==> config.mk <==
export PLATFORM = sky130hd
export DESIGN_NAME = crtc_timing_gen
export DESIGN_NICKNAME = d
export VERILOG_FILES = /design/src/rtl/crtc_pkg.sv /design/src/rtl/crtc_regfile.sv /design/src/rtl/crtc_pulse.sv /design/src/rtl/crtc_hgen.sv /design/src/rtl/crtc_vgen.sv /design/src/rtl/crtc_timing_gen.sv
export SDC_FILE = /design/constraint.sdc
export NUM_CORES = 1
export LEC_CHECK = 0
export ABC_AREA = 1
export CELL_PAD_IN_SITES_DETAIL_PLACEMENT = 1
export CELL_PAD_IN_SITES_GLOBAL_PLACEMENT = 1
export CORE_UTILIZATION = 39
export DETAILED_ROUTE_END_ITERATION = 16
export GPL_TIMING_DRIVEN = 0
export PLACE_DENSITY = 0.72
export SYNTH_ARGS = -nofsm -noshare
export SYNTH_HDL_FRONTEND = slang
export SYNTH_HIERARCHICAL = 1
export SYNTH_SLANG_ARGS = --single-unit
export TNS_END_PERCENT = 20
==> constraint.sdc <==
create_clock -name clk -period 2 [get_ports clk]
set_clock_uncertainty 0.2 [all_clocks]
set_input_delay 0.2 -clock clk [delete_from_list [all_inputs] [get_ports clk]]
set_output_delay 0.2 -clock clk [all_outputs]
set_load 0.02 [all_outputs]
==> src/rtl/crtc_pkg.sv <==
package crtc_pkg;
  localparam int CNT_W    = 8;
  localparam int RAS_W    = 5;
  localparam int SW_W     = 4;
  localparam int DATA_W   = 8;
  localparam int NUM_REGS = 8;
  localparam int IDX_W    = $clog2(NUM_REGS);

  typedef enum logic [IDX_W-1:0] {
    RG_LINE_LIM  = 3'd0,
    RG_VIS_W     = 3'd1,
    RG_HS_POS    = 3'd2,
    RG_SYNC_W    = 3'd3,
    RG_ROW_LIM   = 3'd4,
    RG_VIS_H     = 3'd5,
    RG_VS_POS    = 3'd6,
    RG_SCAN_LIM  = 3'd7
  } reg_idx_e;

  typedef struct packed {
    logic [CNT_W-1:0] htot;
    logic [CNT_W-1:0] hdisp;
    logic [CNT_W-1:0] hspos;
    logic [SW_W-1:0]  vsw;
    logic [SW_W-1:0]  hsw;
    logic [CNT_W-1:0] vtot;
    logic [CNT_W-1:0] vdisp;
    logic [CNT_W-1:0] vspos;
    logic [RAS_W-1:0] maxras;
  } crtc_cfg_t;
endpackage

==> src/rtl/crtc_regfile.sv <==
module crtc_regfile
  import crtc_pkg::*;
#(
  parameter int ADDR_W     = 4,
  parameter int DEF_HTOT   = 63,
  parameter int DEF_HDISP  = 40,
  parameter int DEF_HSPOS  = 46,
  parameter int DEF_HSW    = 14,
  parameter int DEF_VSW    = 8,
  parameter int DEF_VTOT   = 38,
  parameter int DEF_VDISP  = 25,
  parameter int DEF_VSPOS  = 30,
  parameter int DEF_MAXRAS = 7
) (
  input  logic              clk,
  input  logic              rst,
  input  logic              wr_en,
  input  logic [ADDR_W-1:0] wr_addr,
  input  logic [DATA_W-1:0] wr_data,
  output crtc_cfg_t         cfg
);
  localparam logic [ADDR_W-1:0] LAST_ADDR = ADDR_W'(NUM_REGS - 1);

  logic     addr_ok;
  reg_idx_e idx;

  assign addr_ok = wr_en && (wr_addr <= LAST_ADDR);
  assign idx     = reg_idx_e'(wr_addr[IDX_W-1:0]);

  always_ff @(posedge clk) begin
    if (rst) begin
      cfg.htot   <= CNT_W'(DEF_HTOT);
      cfg.hdisp  <= CNT_W'(DEF_HDISP);
      cfg.hspos  <= CNT_W'(DEF_HSPOS);
      cfg.hsw    <= SW_W'(DEF_HSW);
      cfg.vsw    <= SW_W'(DEF_VSW);
      cfg.vtot   <= CNT_W'(DEF_VTOT);
      cfg.vdisp  <= CNT_W'(DEF_VDISP);
      cfg.vspos  <= CNT_W'(DEF_VSPOS);
      cfg.maxras <= RAS_W'(DEF_MAXRAS);
    end else if (addr_ok) begin
      case (idx)
        RG_LINE_LIM: cfg.htot   <= wr_data[CNT_W-1:0];
        RG_VIS_W:    cfg.hdisp  <= wr_data[CNT_W-1:0];
        RG_HS_POS:   cfg.hspos  <= wr_data[CNT_W-1:0];
        RG_SYNC_W: begin
          cfg.hsw <= wr_data[SW_W-1:0];
          cfg.vsw <= wr_data[2*SW_W-1:SW_W];
        end
        RG_ROW_LIM:  cfg.vtot   <= wr_data[CNT_W-1:0];
        RG_VIS_H:    cfg.vdisp  <= wr_data[CNT_W-1:0];
        RG_VS_POS:   cfg.vspos  <= wr_data[CNT_W-1:0];
        RG_SCAN_LIM: cfg.maxras <= wr_data[RAS_W-1:0];
        default: ;
      endcase
    end
  end
endmodule

==> src/rtl/crtc_pulse.sv <==
module crtc_pulse #(
  parameter int W = 4
) (
  input  logic         clk,
  input  logic         rst,
  input  logic         step,
  input  logic         start,
  input  logic [W-1:0] width,
  output logic         active
);
  logic [W-1:0] left_q;

  assign active = (start && (width != '0)) || (left_q != '0);

  always_ff @(posedge clk) begin
    if (rst) begin
      left_q <= '0;
    end else if (step) begin
      if (start)
        left_q <= (width == '0) ? '0 : width - W'(1);
      else if (left_q != '0)
        left_q <= left_q - W'(1);
    end
  end
endmodule

==> src/rtl/crtc_hgen.sv <==
module crtc_hgen
  import crtc_pkg::*;
(
  input  logic             clk,
  input  logic             rst,
  input  logic [CNT_W-1:0] htot,
  input  logic [CNT_W-1:0] hdisp,
  input  logic [CNT_W-1:0] hspos,
  input  logic [SW_W-1:0]  hsw,
  output logic [CNT_W-1:0] hcnt,
  output logic             line_end,
  output logic             h_active,
  output logic             hs_now
);
  logic hen_q;

  assign line_end = (hcnt == htot);
  assign h_active = hen_q && (hcnt != hdisp);

  always_ff @(posedge clk) begin
    if (rst) begin
      hcnt  <= '0;
      hen_q <= 1'b1;
    end else begin
      hcnt  <= line_end ? '0 : hcnt + CNT_W'(1);
      hen_q <= line_end ? 1'b1 : h_active;
    end
  end

  crtc_pulse #(.W(SW_W)) u_hs (
    .clk    (clk),
    .rst    (rst),
    .step   (1'b1),
    .start  (hcnt == hspos),
    .width  (hsw),
    .active (hs_now)
  );
endmodule

==> src/rtl/crtc_vgen.sv <==
module crtc_vgen
  import crtc_pkg::*;
(
  input  logic             clk,
  input  logic             rst,
  input  logic             line_end,
  input  logic [CNT_W-1:0] vtot,
  input  logic [CNT_W-1:0] vdisp,
  input  logic [CNT_W-1:0] vspos,
  input  logic [SW_W-1:0]  vsw,
  input  logic [RAS_W-1:0] maxras,
  output logic [RAS_W-1:0] ras,
  output logic [CNT_W-1:0] row,
  output logic             v_active,
  output logic             vs_now
);
  logic ven_q;
  logic row_end;
  logic frame_end;
  logic vs_start;

  assign row_end   = line_end && (ras == maxras);
  assign frame_end = row_end && (row == vtot);
  assign v_active  = ven_q && (row != vdisp);
  assign vs_start  = (row == vspos) && (ras == '0);

  always_ff @(posedge clk) begin
    if (rst) begin
      ras   <= '0;
      row   <= '0;
      ven_q <= 1'b1;
    end else begin
      if (line_end)
        ras <= (ras == maxras) ? '0 : ras + RAS_W'(1);
      if (row_end) begin
        row   <= frame_end ? '0 : row + CNT_W'(1);
        ven_q <= frame_end ? 1'b1 : v_active;
      end
    end
  end

  crtc_pulse #(.W(SW_W)) u_vs (
    .clk    (clk),
    .rst    (rst),
    .step   (line_end),
    .start  (vs_start),
    .width  (vsw),
    .active (vs_now)
  );
endmodule

==> src/rtl/crtc_timing_gen.sv <==
module crtc_timing_gen
  import crtc_pkg::*;
#(
  parameter int ADDR_W = 4
) (
  input  logic              clk,
  input  logic              rst,
  input  logic              wr_en,
  input  logic [ADDR_W-1:0] wr_addr,
  input  logic [DATA_W-1:0] wr_data,
  output logic              de,
  output logic              hsync,
  output logic              vsync
);
  crtc_cfg_t        cfg;
  logic [CNT_W-1:0] hcnt;
  logic [CNT_W-1:0] row;
  logic [RAS_W-1:0] ras;
  logic             line_end;
  logic             h_active;
  logic             v_active;
  logic             hs_now;
  logic             vs_now;

  crtc_regfile #(.ADDR_W(ADDR_W)) u_regs (
    .clk     (clk),
    .rst     (rst),
    .wr_en   (wr_en),
    .wr_addr (wr_addr),
    .wr_data (wr_data),
    .cfg     (cfg)
  );

  crtc_hgen u_h (
    .clk      (clk),
    .rst      (rst),
    .htot     (cfg.htot),
    .hdisp    (cfg.hdisp),
    .hspos    (cfg.hspos),
    .hsw      (cfg.hsw),
    .hcnt     (hcnt),
    .line_end (line_end),
    .h_active (h_active),
    .hs_now   (hs_now)
  );

  crtc_vgen u_v (
    .clk      (clk),
    .rst      (rst),
    .line_end (line_end),
    .vtot     (cfg.vtot),
    .vdisp    (cfg.vdisp),
    .vspos    (cfg.vspos),
    .vsw      (cfg.vsw),
    .maxras   (cfg.maxras),
    .ras      (ras),
    .row      (row),
    .v_active (v_active),
    .vs_now   (vs_now)
  );

  always_ff @(posedge clk) begin
    if (rst) begin
      de    <= 1'b0;
      hsync <= 1'b0;
      vsync <= 1'b0;
    end else begin
      de    <= h_active && v_active;
      hsync <= hs_now;
      vsync <= vs_now;
    end
  end
endmodule

-- Word-level counts from Yosys, hierarchy flattened
Index checks and enable logic that the tools add are counted.
- bits in registers: 95
- bits of input ports: 15
- output and inout port bits: 3
- word-level logic and storage cells: 81
- add/subtract/negate cells: 7
- magnitude comparators: 1
- equality and inequality tests: 14
- mux-type cells: 9
- reduce and logical (&&, ||, !) cells: 31
- operators by type and width (cell ; number):
    $eq A8 B8 Y1 ; 4
    $mux W4 ; 6
    $reduce_and A2 Y1 ; 9
    $add A8 B1 Y8 const B ; 2
    $ne A8 B8 Y1 ; 2
    $reduce_bool A4 Y1 ; 4
    $sub A4 B1 Y4 const B ; 4
    $eq A3 B3 Y1 const B ; 4
    $logic_and A1 B1 Y1 ; 9
    $logic_not A4 Y1 ; 2
    $mux W8 ; 1
    $eq A3 B2 Y1 const B ; 2
    $add A5 B1 Y5 const B ; 1
    $eq A5 B5 Y1 ; 1
    $logic_not A5 Y1 ; 1
    $mux W5 ; 1
    $le A4 B3 Y1 const B ; 1
    $reduce_bool A2 Y1 ; 2
    $eq A3 B1 Y1 const B ; 1
    $logic_not A3 Y1 ; 1
    $logic_or A1 B1 Y1 ; 2
    $reduce_or A2 Y1 ; 1
    $mux W1 ; 1

-- Longest topological paths before layout
- depth after elaboration: 4
- depth in mapped cells: 17
- mapped depth without buffers: 14

-- Cells and area by module
Netlist, hierarchy kept.
- modules (own cells, without submodules) (module ; times used ; cells an instance ; area each (µm²) ; seq. area each (µm²)):
    crtc_regfile ; 1 ; 330 ; 2314.7 ; 1221.2
    crtc_vgen ; 1 ; 219 ; 1247.4 ; 280.3
    crtc_hgen ; 1 ; 146 ; 902.1 ; 180.2
    crtc_pulse ; 2 ; 69 ; 382.9 ; 80.1
    crtc_timing_gen ; 1 ; 9 ; 82.6 ; 60.1

-- Least setup slack after synthesis
No wires, ideal clock.
- path type: register to register
- from: register u_h.hcnt[0]
- to: register u_v.row[6]
- library setup time: 0.113 ns
- arrival time: 1.825 ns
- required time: 1.687 ns
- path slack: -0.138 ns
- stages on the path, launching flop included: 16
- path buffers: 3
- period minus slack after synthesis: 2.138 ns
- path through: dfxtp_1 > buf_4 > nor2_2 > nor2_1 > nor2_1 > nand2_1 > nor2_2 > buf_2 > nand2_1 > nor2_2 > nand2_2 > nor2_4 > buf_6 > nand3_1 > nand2_1 > nor2_2
- longest elaborated chain between the ends: 4
- RTL lines (what ; line ; RTL):
    from (decl) ; crtc_hgen.sv:10 ; output logic [CNT_W-1:0] hcnt,
    from (signal assigned) ; crtc_hgen.sv:25 ; hcnt <= line_end ? '0 : hcnt + CNT_W'(1);
    $eq A8 B8 Y1 * ; crtc_hgen.sv:17 ; assign line_end = (hcnt == htot);
    via line_end ; crtc_timing_gen.sv:19 ; logic line_end;
    $logic_and A1 B1 Y1 * ; crtc_vgen.sv:22 ; assign row_end = line_end && (ras == maxras);
    $logic_and A1 B1 Y1 ; crtc_vgen.sv:23 ; assign frame_end = row_end && (row == vtot);
    $mux W8 ; crtc_vgen.sv:36 ; row <= frame_end ? '0 : row + CNT_W'(1);
    to (signal assigned) ; crtc_vgen.sv:36 ;
    to (decl) ; crtc_vgen.sv:13 ; output logic [CNT_W-1:0] row,
The timed path passes the listed nets; every way through them passes the cells marked *.
A chain may end at the register's enable or synchronous reset.

-- Final worst setup path
- from: register u_h.hcnt[2]
- to: register u_v.row[7]
Same word-level chain as after synthesis.

==> summary.md <==
| Metric | Value |
|---|---|
| Area of the mapped netlist | `0.00531 mm^2` |
| Core footprint | `between 0.01 and 0.015 mm^2` |
| Antenna diodes | `0` |
| Sequential Area | `around 0.0020 mm^2` |
| Synth warn | `6` |
| FF-to-FF path depth | `16` |
| Final TNS setup | `-4.72 ns` |
| Max Root-Sink Buffers | `2` |
| Gate power share | `0.155` |
| HP Class | `flip-flop to flip-flop` |
| Hold Path Sink | `u_v/ven_q$_SDFFE_PP1P_` |
| Slew HR | `0.311` |
| Total CTS buffers | `9` |
| Reg power frac | `0.469` |
| Worst skew pair latency | `0.35 ns` |
| Final Hold Fails | `0` |
| Critical Setup Path Class | `flip-flop to flip-flop` |
| Post-DRT Antenna Nets | `0` |
| Area Growth Syn to Fin | `26.3%` |
| Cell count after synthesis | `between 800 and 900` |
| Worst Setup End Kind | `flip-flop` |
| Hold Crit Depth | `2` |
| CTS tree | `built` |
| Mapped Avg Cell Area | `6.31 um^2` |
| Vias in the first global route | `5,545` |
| Routed vias | `5,405` |
| RSZ-0062 raised after global routing | `true` |
| Largest net degree at the start of global routing | `14` |
| HPWL Detailed | `approximately 12,000 um` |
| I/O pins | `18` |
| Final Net Count | `940` |
| Fmax | `between 0.4 and 0.5 GHz` |
| Critical Path RT | `~2.0 ns` |
| Async set-or-reset flop fraction in the synthesized netlist | `0` |
| Global-route wire length before repair | `27,400 um` |
| Drt wl/cell | `roughly 16 um` |
| Die Wd | `119 um` |
| RR Endpoint | `u_v/row[7]$_SDFFE_PP0P_` |
| RR Startpoint | `u_h/hcnt[2]$_SDFF_PP0_` |
| Worst Tran Pin Value | `slightly above 1 ns` |
| Status | `finished, violations left` |
| Vias per cell | `4.93` |
| Arrival @ worst endpoint | `2.26 ns` |
| Max Slew Vio Count | `0` |
| CTS sink count | `95` |
| #FFs+latches synth | `95` |
| Sw frac | `0.281` |
| Die Height | `119 um` |
| Placer Congestion | `0.800` |
| Int Power | `3080 uW` |
| Htree depth | `3` |
| Worst-path fanout max | `5` |
| Pleak | `between 0.003 and 0.004 uW` |
| Overflow after GRT | `0` |
| Initial antenna violation count | `0` |
| R2R setup slack | `-0.22 ns` |
| Fill cells | `1,738` |
| Post-synth cell types | `32` |
| Post-synth EDFFs | `0` |
| Total of max-cap violations | `0` |
| Top_reg_cell synth | `dfxtp_1` |
| Period utilisation layout | `1.11` |
| Clock-pin slew on the worst setup and hold paths | `0.06 ns` |
| Area occupied by multi-input gates | `~0.0032 mm^2` |
| CP startpoint kind | `flip-flop` |
| Post-Place Worst Slack | `-0.623 ns` |
| Clock root cell | `clkbuf_16` |
| DRC violations left | `0` |
| Tmin final | `2.22 ns` |
| Initial drt markers | `258` |
| Commonest non-fill, non-tap cell in the layout | `nand2_1` |
| Commonest non-fill, non-tap cells in the layout | `271 x nand2_1, 129 x nor2_1, 80 x inv_1` |
| Psw | `~1200 uW` |
| Setup ws final | `-0.225 ns` |
| Initial core utilization | `0.401` |
| Power density cells | `638 mW/mm^2` |
| Post-Route WL | `17,500 um` |
| Sequential area share after synthesis | `0.358` |
| Hold_buf cts | `0` |
| IO buf count | `17` |
| Clock network power share | `0.376` |
| Layout cells sized above 1 | `0.226` |
| # rows | `42` |
| Failing checks | `setup timing` |
| Worst VDD drop | `308 uV` |
| Router iterations before antenna repair | `4` |
| Min-delay src | `u_v/ven_q$_SDFFE_PP1P_` |
| All-Layer GR Usage | `0.250` |
| Die ar. | `0.0141 mm^2` |
| Final hold slack | `0.247 ns` |
| Final number of setup-violating endpoints | `58` |
-- power groups by stage --
stage                     clock network [uW]  registers, uW  logic [uW]
final                                   1610           2010         665
after global routing                    1720           2010         736
after CTS                               1630           2010         640
after detailed placement                   0           2050         590
after global placement                     0           2050         563
after floorplan                            0           2050         402
-- final cells by class --
class	count	share of cell area
Multi-Input combinational cell	621	0.474
Sequential cell	95	0.291
Timing Repair Buffer	66	0.0841
Inverter	105	0.0606
Clock buffer	14	0.0378
Tap cell	176	0.0328
Buffer	19	0.0194
Clock inverter	1	0.000746
-- Yosys cell counts, types with 8 or more instances --
cell / number / share of area
nand2_1: 298 / 0.21
nor2_1: 146 / 0.10
dfxtp_1: 95 / 0.36
inv_1: 91 / 0.064
nand3_1: 75 / 0.071
xnor2_1: 25 / 0.041
inv_2: 12 / 0.0085
nor2_2: 12 / 0.014
xor2_1: 11 / 0.018
a21oi_1: 8 / 0.0075
ha_1: 8 / 0.019
-- per-layer routing --
layer | up-vias | GRT usage | share of wire
met5 | - | 0 | 0
met3 | 21 | 0.0323 | 0.028
met4 | 0 | 0.0918 | 0.016
li1 | 2681 | - | -
met1 | 2618 | 0.320 | 0.47
met2 | 85 | 0.429 | 0.49
-- sequential cells by signal, summed over array words and instances (netlist names) --
register and count:
u_v/ven_q 1, u_v/ras 5, hsync 1, u_v/u_vs/left_q 4, u_h/hen_q 1, u_v/row 8, de 1, u_h/u_hs/left_q 4
u_regs/cfg 61, u_h/hcnt 8, vsync 1
-- logic make-up after synthesis --
kind of cell | synth area share
compound gates | 0.0151
xor+xnor | 0.0593
fa+ha+maj | 0.0188
buf+inv | 0.106
flops | 0.358
mux | 0.00188
other cells | 0.000706
simple gates | 0.441
-- worst max-delay path by stage --
stage                      startpoint                           to  cells after the start  slack, ns
2_1_floorplan  u_h/hcnt[0]$_SDFF_PP0_      u_v/row[6]$_SDFFE_PP0P_                     16     -0.009
3_3_place_gp                      rst  u_regs/cfg[21]$_SDFFE_PP0P_                      5      -0.58
3_5_place_dp                      rst  u_regs/cfg[21]$_SDFFE_PP0P_                      5      -0.62
4_1_cts        u_h/hcnt[3]$_SDFF_PP0_      u_v/row[4]$_SDFFE_PP0P_                     15      -0.20
5_1_grt        u_h/hcnt[4]$_SDFF_PP0_      u_v/row[7]$_SDFFE_PP0P_                     16      -0.31
6_report       u_h/hcnt[2]$_SDFF_PP0_      u_v/row[7]$_SDFFE_PP0P_                     16      -0.22
-- worst max-delay path, stage by stage, from the launching register on --
cell and delay [ns]:
dfxtp_2 0.32, buf_6 0.10, inv_2 0.03, nand2_1 0.08, nand2_2 0.08, nor2_4 0.11, nand2_2 0.06, nor2_4 0.17
buf_6 0.14, nand2_4 0.04, nor2_4 0.08, nand2_2 0.07, nor2_4 0.23, buf_6 0.18, nand3_2 0.07, nand2_1 0.10
nor2_1 0.04
-- metrics by stage --
stage | power, uW | cells | util | area, um^2
2_1_floorplan | 2450 | 845 | - | 5340
3_3_place_gp | 2610 | 1038 | 0.433 | 5730
3_5_place_dp | 2640 | 1038 | 0.433 | 5730
4_1_cts | 4280 | 1093 | 0.485 | 6420
5_1_grt | 4470 | 1097 | 0.507 | 6710
6_report | 4280 | 1097 | 0.507 | 6710
-- timing repair --
| item | CTS | global route |
|---|---|---|
| endpoints found under the setup margin | 78 | 73 |
| gates cloned | 1 | 0 |
| pin swaps | 15 | 44 |
| gates resized for setup | 36 | 99 |
| setup buffers | 39 | 15 |
Note: power is estimated with default switching activity, not from simulation.
